**config.mk**
```make
export PLATFORM = sky130hd
export DESIGN_NAME = priv_tick_accum
export DESIGN_NICKNAME = d
export VERILOG_FILES = /design/src/rtl/priv_tick_pkg.sv /design/src/rtl/pta_bank.sv /design/src/rtl/pta_delta.sv /design/src/rtl/priv_tick_accum.sv
export SDC_FILE = /design/constraint.sdc
export NUM_CORES = 2
export LEC_CHECK = 0
export BUFFER_PORTS_ARGS = -buffer_cell sky130_fd_sc_hd__buf_4
export CORE_ASPECT_RATIO = 1.2
export CORE_UTILIZATION = 55
export CTS_BUF_LIST = sky130_fd_sc_hd__clkbuf_2 sky130_fd_sc_hd__clkbuf_4 sky130_fd_sc_hd__clkbuf_8
export CTS_CLUSTER_SIZE = 28
export DETAILED_ROUTE_END_ITERATION = 12
export PLACE_DENSITY = 0.78
export SETUP_SLACK_MARGIN = 0.4
export SYNTH_ARGS = -nofsm -noshare
export SYNTH_HDL_FRONTEND = slang
export SYNTH_SLANG_ARGS = --single-unit
```
**constraint.sdc**
```tcl
create_clock -name clk -period 7.9 [get_ports clk]
set_input_delay 1.185 -clock clk [delete_from_list [all_inputs] [get_ports clk]]
set_output_delay 1.185 -clock clk [all_outputs]
set_load 0.05 [all_outputs]
```
**src/rtl/priv_tick_pkg.sv**
```systemverilog
package priv_tick_pkg;
  localparam int unsigned PRIV_W = 2;
  localparam int unsigned BANKS  = 2;

  typedef enum logic [PRIV_W-1:0] {
    PRIV_USER  = 2'd0,
    PRIV_SUPER = 2'd1,
    PRIV_RSVD  = 2'd2,
    PRIV_MACH  = 2'd3
  } priv_code_e;
endpackage

```
**src/rtl/pta_bank.sv**
```systemverilog
module pta_bank
  import priv_tick_pkg::*;
#(
  parameter int unsigned TICK_W = 64,
  parameter int unsigned SLOTS  = 4,
  localparam int unsigned IDX_W = $clog2(SLOTS)
) (
  input  logic                           clk,
  input  logic                           rst_n,
  input  logic [TICK_W-1:0]              tick_i,
  input  logic                           chg_en,
  input  logic [IDX_W-1:0]               chg_idx,
  input  logic [TICK_W-1:0]              chg_delta,
  input  logic                           snap_en,
  input  logic [IDX_W-1:0]               snap_idx,
  output logic [SLOTS-1:0][TICK_W-1:0]   tot_o,
  output logic [SLOTS-1:0][TICK_W-1:0]   snap_o
);
  for (genvar s = 0; s < SLOTS; s++) begin : g_slot
    always_ff @(posedge clk) begin
      if (!rst_n) begin
        tot_o[s]  <= '0;
        snap_o[s] <= tick_i;
      end else begin
        if (chg_en && chg_idx == IDX_W'(s))
          tot_o[s] <= tot_o[s] + chg_delta;
        if (snap_en && snap_idx == IDX_W'(s))
          snap_o[s] <= tick_i;
      end
    end
  end
endmodule

```
**src/rtl/pta_delta.sv**
```systemverilog
module pta_delta #(
  parameter int unsigned TICK_W = 64,
  parameter int unsigned NSLOT  = 8,
  localparam int unsigned SEL_W = $clog2(NSLOT)
) (
  input  logic [NSLOT-1:0][TICK_W-1:0] snap_all,
  input  logic [SEL_W-1:0]             sel,
  input  logic [TICK_W-1:0]            tick_i,
  output logic [TICK_W-1:0]            delta_o
);
  logic [TICK_W-1:0] start_val;
  always_comb begin
    start_val = snap_all[sel];
    delta_o   = tick_i - start_val;
  end
endmodule

```
**src/rtl/priv_tick_accum.sv**
```systemverilog
module priv_tick_accum
  import priv_tick_pkg::*;
#(
  parameter int unsigned TICK_W = 64
) (
  input  logic              clk,
  input  logic              rst_n,
  input  logic [TICK_W-1:0] tick_i,
  input  logic              switch_i,
  input  logic [1:0]        old_priv_i,
  input  logic              old_virt_i,
  input  logic [1:0]        new_priv_i,
  input  logic              new_virt_i,
  input  logic              rd_virt_i,
  input  logic [1:0]        rd_priv_i,
  output logic [TICK_W-1:0] rd_total_o
);
  localparam int unsigned SLOTS = 1 << PRIV_W;
  localparam int unsigned NSLOT = BANKS * SLOTS;
  localparam int unsigned SEL_W = $clog2(NSLOT);

  logic [NSLOT-1:0][TICK_W-1:0] tot_all;
  logic [NSLOT-1:0][TICK_W-1:0] snap_all;
  logic [TICK_W-1:0]            delta;
  logic [SEL_W-1:0]             old_sel;
  logic [SEL_W-1:0]             rd_sel;

  assign old_sel = {old_virt_i, old_priv_i};
  assign rd_sel  = {rd_virt_i, rd_priv_i};

  pta_delta #(.TICK_W(TICK_W), .NSLOT(NSLOT)) u_delta (
    .snap_all (snap_all),
    .sel      (old_sel),
    .tick_i   (tick_i),
    .delta_o  (delta)
  );

  for (genvar b = 0; b < BANKS; b++) begin : g_bank
    logic chg_en, snap_en;
    assign chg_en  = switch_i && (old_virt_i == 1'(b));
    assign snap_en = switch_i && (new_virt_i == 1'(b));

    pta_bank #(.TICK_W(TICK_W), .SLOTS(SLOTS)) u_bank (
      .clk       (clk),
      .rst_n     (rst_n),
      .tick_i    (tick_i),
      .chg_en    (chg_en),
      .chg_idx   (old_priv_i),
      .chg_delta (delta),
      .snap_en   (snap_en),
      .snap_idx  (new_priv_i),
      .tot_o     (tot_all[b*SLOTS +: SLOTS]),
      .snap_o    (snap_all[b*SLOTS +: SLOTS])
    );
  end

  assign rd_total_o = tot_all[rd_sel];
endmodule

```
# Word level (Yosys, flattened, before mapping)
# Cells that the tools add are included.
[totals] register_bits=1024 latchBits=0 mem_bits_rw=0 romBits=0 inputBits=76 output_inout_bits=64 elab_cells=85 memories=0
[classes] add_sub_neg=9 multipliers=0 n_div=0 order_cmp=2 n_eq_ne=14 n_shift=0 muxes=20 bitwise=2 n_reduce_logical=22
[op_table] operator="$mux W64" n=18
[op_table] operator="$add A64 B64 Y64" n=8
[op_table] operator="$bmux W64 S3" n=2
[op_table] operator="$sub A64 B64 Y64" n=1
[op_table] operator="$logic_and A1 B1 Y1" n=20
[op_table] operator="$ne A2 B1 Y1 const B" n=8
[op_table] operator="$eq A2 B2 Y1 const B" n=4
[op_table] operator="$lt A3 B4 Y1 const B" n=2
[op_table] operator="$eq A2 B1 Y1 const B" n=2
[op_table] operator="$logic_not A2 Y1" n=2
[op_table] operator="$not A1 Y1" n=2

# Logic depth before layout (Yosys ltp)
[logic_depth] word_depth=5 mapped_depth=33 mapped_depth_nobuf=29

# By module
# Synthesis repeated with hierarchy kept, for this count alone.
[unflattened] cells_unflattened=7974 area_unflattened_um2=73773.3
[modules_own_cells] module="pta_bank at g_bank[0].u_bank" n_inst=1 cells_each=3497 area_per_inst_um2=31587.8 seq_area_each_um2=12812.3
[modules_own_cells] module="pta_bank at g_bank[1].u_bank" n_inst=1 cells_each=3470 area_per_inst_um2=30922.2 seq_area_each_um2=12812.3
[modules_own_cells] module="pta_delta" n_inst=1 cells_each=776 area_per_inst_um2=7405.9 seq_area_each_um2=0.0
[modules_own_cells] module="priv_tick_accum" n_inst=1 cells_each=231 area_per_inst_um2=3857.4 seq_area_each_um2=0.0

# Worst setup path after synthesis
# Ideal clock, no wire load.
[synth_path] path_type="input port to flip-flop" startpoint="input port old_priv_i[0]" endpoint="register g_bank[0].u_bank.tot_o[244] (netlist bit)" setup_time_ps=121 arrival_ps=8448 required_ps=7779 slack_ps=-669 cell_stages=30 path_buffers=2 cell_sequence="clkbuf_1 buf_1 mux4_2 mux2_2 ha_1 fa_1 nor2b_1 o31a_1 nor3_1 o41ai_2 a21oi_1 o31a_1 nand2b_1 nand2b_1 a21o_1 a211oi_1 xnor2_1 ha_1 nand2_1 o21ai_1 a2111oi_2 o31ai_1 or3_4 a31oi_4 o31ai_4 a211o_2 a31oi_2 o311a_1 xor2_1 o21ai_1"
[synth_between] elab_chain_cells=4 word_cells_on_any_way=6 classes_between="2 x add/sub; 1 x eq/ne; 2 x mux; 1 x reduce/logical"
[synth_lines] element="start: declaration" line_no="priv_tick_accum.sv:10" text="input logic [1:0] old_priv_i,"
[synth_lines] element="$bmux W64 S3" line_no="pta_delta.sv:13" text="start_val = snap_all[sel];"
[synth_lines] element="$mux W64 (implied by the code)" line_no="pta_delta.sv:13"
[synth_lines] element="$sub A64 B64 Y64" line_no="pta_delta.sv:14" text="delta_o = tick_i - start_val;"
[synth_lines] element="$add A64 B64 Y64" line_no="pta_bank.sv:26" text="tot_o[s] <= tot_o[s] + chg_delta;"
[synth_lines] element="end signal: indexed assignment" line_no="pta_bank.sv:26"
[synth_lines] element="end: declaration" line_no="pta_bank.sv:16" text="output logic [SLOTS-1:0][TICK_W-1:0] tot_o,"
# Several ways; a longest one is shown, not always the timed one. The select of a mux whose other input is x is not followed.
# A chain may end at the register's enable or synchronous reset.

# Final worst setup path
[layout_path] startpoint="input port old_priv_i[0]" endpoint="register g_bank[1].u_bank.tot_o[62] (netlist bit)"
[layout_between] elab_chain_cells=4 word_cells_on_any_way=6 classes_between="2 x add/sub; 2 x mux; 2 x reduce/logical"
[layout_lines] element="$bmux W64 S3" line_no="pta_delta.sv:13"
[layout_lines] element="$mux W64 (implied by the code)" line_no="pta_delta.sv:13"
[layout_lines] element="$sub A64 B64 Y64" line_no="pta_delta.sv:14"
[layout_lines] element="$add A64 B64 Y64" line_no="pta_bank.sv:26"
[layout_lines] element="end signal: indexed assignment" line_no="pta_bank.sv:26"
[layout_lines] element="end: declaration" line_no="pta_bank.sv:16"
# Several ways; a longest one is shown, not always the timed one. The select of a mux whose other input is x is not followed.

==> impl_metrics.py <==
metrics = {
    "outcome": {
        "run_status": "finished, final reports clean",
    },
    "cells_and_area": {
        "layout-area-overhead-vs-synth_pct": 15.2,
        "layout-drive-gt1-share_pct": 18.2,
        "fin_util_pct": 63.9,
        "nFillCells": 10800,
        "fin_nets": 9196,
    },
    "detailed_routing": {
        "routed-wl-met2_mm": 108,
        "postRouteWirelength_mm": 234,
        "via_per_inst": 6.41,
        "drtAntennaViolNets": 0,
        "dr.pass1.iters": 6,
        "drt-met1-wl_mm": 94.7,
        "top_layer_used": "met5",
        "vias": 66500,
        "routedWlPerCell_um": 22.5,
        "drt-initial-drc-count": 7310,
        "drc": 0,
        "wl_met3_mm": 21.0,
    },
    "placed_design": {
        "hpwl_mm": 174,
        "place.port_buffers": 139,
        "finalWeightedCongestion": 1.03,
    },
    "floorplanning": {
        "rows": 146,
        "die_y_um": 402,
        "core_area_um2": 132000,
        "io_pins": 140,
        "initial_utilization_pct": 55.5,
        "floorplan.die_area_um2": 135000,
        "die_w_um": 336,
    },
    "clock_network": {
        "htree_num_levels": 4,
        "cts_max_path_buffers": 3,
        "clk_pin_slew_ns": 0.06,
        "clk_latency_ns": 0.97,
        "clock-sinks": 1024,
        "root_buffer": "clkbuf_8",
        "cts_made_buffers": 172,
        "cts_tree": "built",
        "postCtsSetupBuffers": 0,
    },
    "setup_path": {
        "crit_slowest_cell": "mux4_2",
        "cp-start-kind": "primary input",
        "path_max_fanout": 9,
        "cp.arrival_ns": 8.08,
        "crit_required_ns": 8.73,
        "slowest_delay_ns": 0.51,
        "worst-setup-path-type": "in -> reg",
        "end_kind": "flop",
    },
    "grt": {
        "grt_max_degree": 157,
        "gr-total-overflow": 0,
        "grt_pass1_wl_mm": 360,
        "grt_usage_pct": 34.1,
        "grt_pass1_vias": 64900,
        "grt_antenna_before_repair": 12,
    },
    "synth": {
        "synth-seq-area-share_pct": 34.9,
        "yosys.area.top_type": "edfxtp_1",
        "synth-main-ff-cell": "edfxtp_1",
        "synth_cells": 7895,
        "ys_ff_latch": 1024,
        "syn_nets": 8626,
        "avgSynthCellArea_um2": 9.30,
        "synth_edf_count": 512,
        "synth.top_cell.area_share_pct": 20.9,
        "async_flop_share_pct": 0,
        "synth_area_um2": 73400,
        "ys_types": 102,
        "synth.area.top_cells": "edfxtp_1, dfxtp_1, ha_1",
        "ys_warn_count": 0,
    },
    "pwr": {
        "p_leak_nw": 36.1,
        "p_per_area_nw_per_um2": 270,
        "vdd_ir_drop_max_uv": 219,
    },
    "timing": {
        "finalHoldViolCount": 0,
        "worst_slew_pin_slew_ns": 1.18,
        "period_needed_ns": 7.25,
        "slew_headroom_pct": 20.5,
        "setup_viol": 0,
        "rsz0062_at_grt": "true",
        "fin_crit_sh_pct": 91.7,
        "fmax_mhz": 138,
        "final.setup_skew_ns": 0.0551,
        "whs_ns": 0.473,
        "drv_slew": 0,
    },
    "hold_path": {
        "holdCritPathClass": "reg -> reg",
    },
    "flow_run": {
        "maxCapViolations": 0,
    },
}
power breakdown:
group          internal [mW]  switching, mW
Combinational           4.70           6.70
Sequential              5.99          0.225
Clock                   2.84           2.34
Total                   13.5           9.27
synthesized netlist by cell type, types with 42 or more instances:
| cell | instances |
|---|---|
| o21ai_0 | 371 |
| nor3_1 | 74 |
| mux2_2 | 65 |
| mux2i_1 | 71 |
| nand3_1 | 201 |
| a211oi_1 | 86 |
| mux4_2 | 256 |
| buf_1 | 45 |
| nor2b_1 | 54 |
| and3_1 | 49 |
| nor2_1 | 343 |
| nand4_1 | 165 |
| a21oi_1 | 1027 |
| a31oi_1 | 84 |
| xnor2_1 | 319 |
| or3_1 | 42 |
| o21a_1 | 63 |
| clkbuf_1 | 357 |
| inv_1 | 126 |
| a21o_1 | 397 |
| o21bai_1 | 102 |
| o21ai_1 | 45 |
| nand2_1 | 1141 |
| ha_1 | 646 |
| dfxtp_1 | 512 |
| o211ai_1 | 48 |
| xor2_1 | 175 |
| nand2b_1 | 53 |
| edfxtp_1 | 512 |
area by class of cell:
type / instances / area, um2 / share of cell area (%)
multi-input cells: 6316 / 46100 / 54.5
flip-flops and latches: 1024 / 25600 / 30.3
repair buffers: 825 / 6440 / 7.62
clock buffers: 242 / 3020 / 3.57
well taps: 1776 / 2220 / 2.63
clock inverters: 63 / 662 / 0.783
inverters: 126 / 480 / 0.568
diodes: 1 / 2.50 / 0.00296
cell usage in the layout (no fill, tap or decap), types with 53 or more instances in the layout:
| cell type | instances |
|---|---|
| nand2_1 | 1138 |
| nor2_1 | 336 |
| o21bai_1 | 102 |
| nand4_1 | 165 |
| inv_1 | 125 |
| xor2_1 | 172 |
| o21ai_0 | 359 |
| xnor2_1 | 310 |
| dfxtp_1 | 512 |
| a21o_1 | 397 |
| mux2i_1 | 71 |
| ha_1 | 645 |
| o21a_1 | 63 |
| buf_4 | 797 |
| clkbuf_8 | 194 |
| mux4_2 | 256 |
| nor3_1 | 68 |
| nor2b_1 | 53 |
| nand2b_1 | 53 |
| a31oi_1 | 81 |
| mux2_2 | 65 |
| a211oi_1 | 85 |
| edfxtp_1 | 512 |
| a21oi_1 | 1022 |
| nand3_1 | 197 |
final timing paths:
path / from / end / slack [ns] / depth (start not counted)
setup reg to reg: g_bank[1].u_bank.snap_o[0]$_DFFE_PP_ / g_bank[1].u_bank.tot_o[62]$_SDFFE_PN0P_ / 0.79 / 30
hold / removal: g_bank[0].u_bank.tot_o[237]$_SDFFE_PN0P_ / g_bank[0].u_bank.tot_o[237]$_SDFFE_PN0P_ / 0.47 / 2
hold reg to reg: g_bank[0].u_bank.tot_o[237]$_SDFFE_PN0P_ / g_bank[0].u_bank.tot_o[237]$_SDFFE_PN0P_ / 0.47 / 2
setup / recovery: old_priv_i[0] / g_bank[1].u_bank.tot_o[62]$_SDFFE_PN0P_ / 0.65 / 31
registers in the layout, indices dropped and copies added, names as in the netlist:
signal / cells
g_bank.u_bank.snap_o: 512
g_bank.u_bank.tot_o: 512
critical path: cells and delay by family:
family / cells / cell delay (ns)
fa+ha+maj: 3 / 0.86
compound gates: 16 / 3.29
simple gates: 4 / 0.62
mux: 2 / 0.80
xor+xnor: 1 / 0.29
buf+inv: 5 / 1.01
repair_timing:
action	CTS	global route
setup endpoints to repair	0	81
gates resized for setup	0	40
hold buffers	0	0
through the flow:
stage	std cells	setup WS [ns]	total power, mW	instance area (um2)	TNS, ns
finish	10400	0.653	22.8	84600	0
global route	10400	0.386	24.0	84600	0
CTS	10400	0.501	22.5	84400	0
detailed placement	10100	-0.476	17.3	80700	-15.49
global placement	10100	-0.358	17.1	80700	-6.59
floorplan	7895	0.376	13.4	73600	0
cell families after synthesis:
| family | Yosys count | synth area share (%) |
|---|---|---|
| simple gates | 2263 | 13.9 |
| compound gates | 2511 | 21.3 |
| xor+xnor | 495 | 5.93 |
| buf+inv | 555 | 2.91 |
| mux | 392 | 9.82 |
| fa+ha+maj | 655 | 11.3 |
| flops | 1024 | 34.9 |
layer usage:
| metal | up-vias | GRT usage (%) |
|---|---|---|
| met3 | 628 | 4.78 |
| met5 | - | 0 |
| li1 | 30700 | - |
| met1 | 32000 | 45.2 |
| met4 | 4 | 15.1 |
| met2 | 3093 | 55.4 |
No activity file was read; power rests on OpenSTA's default activity.
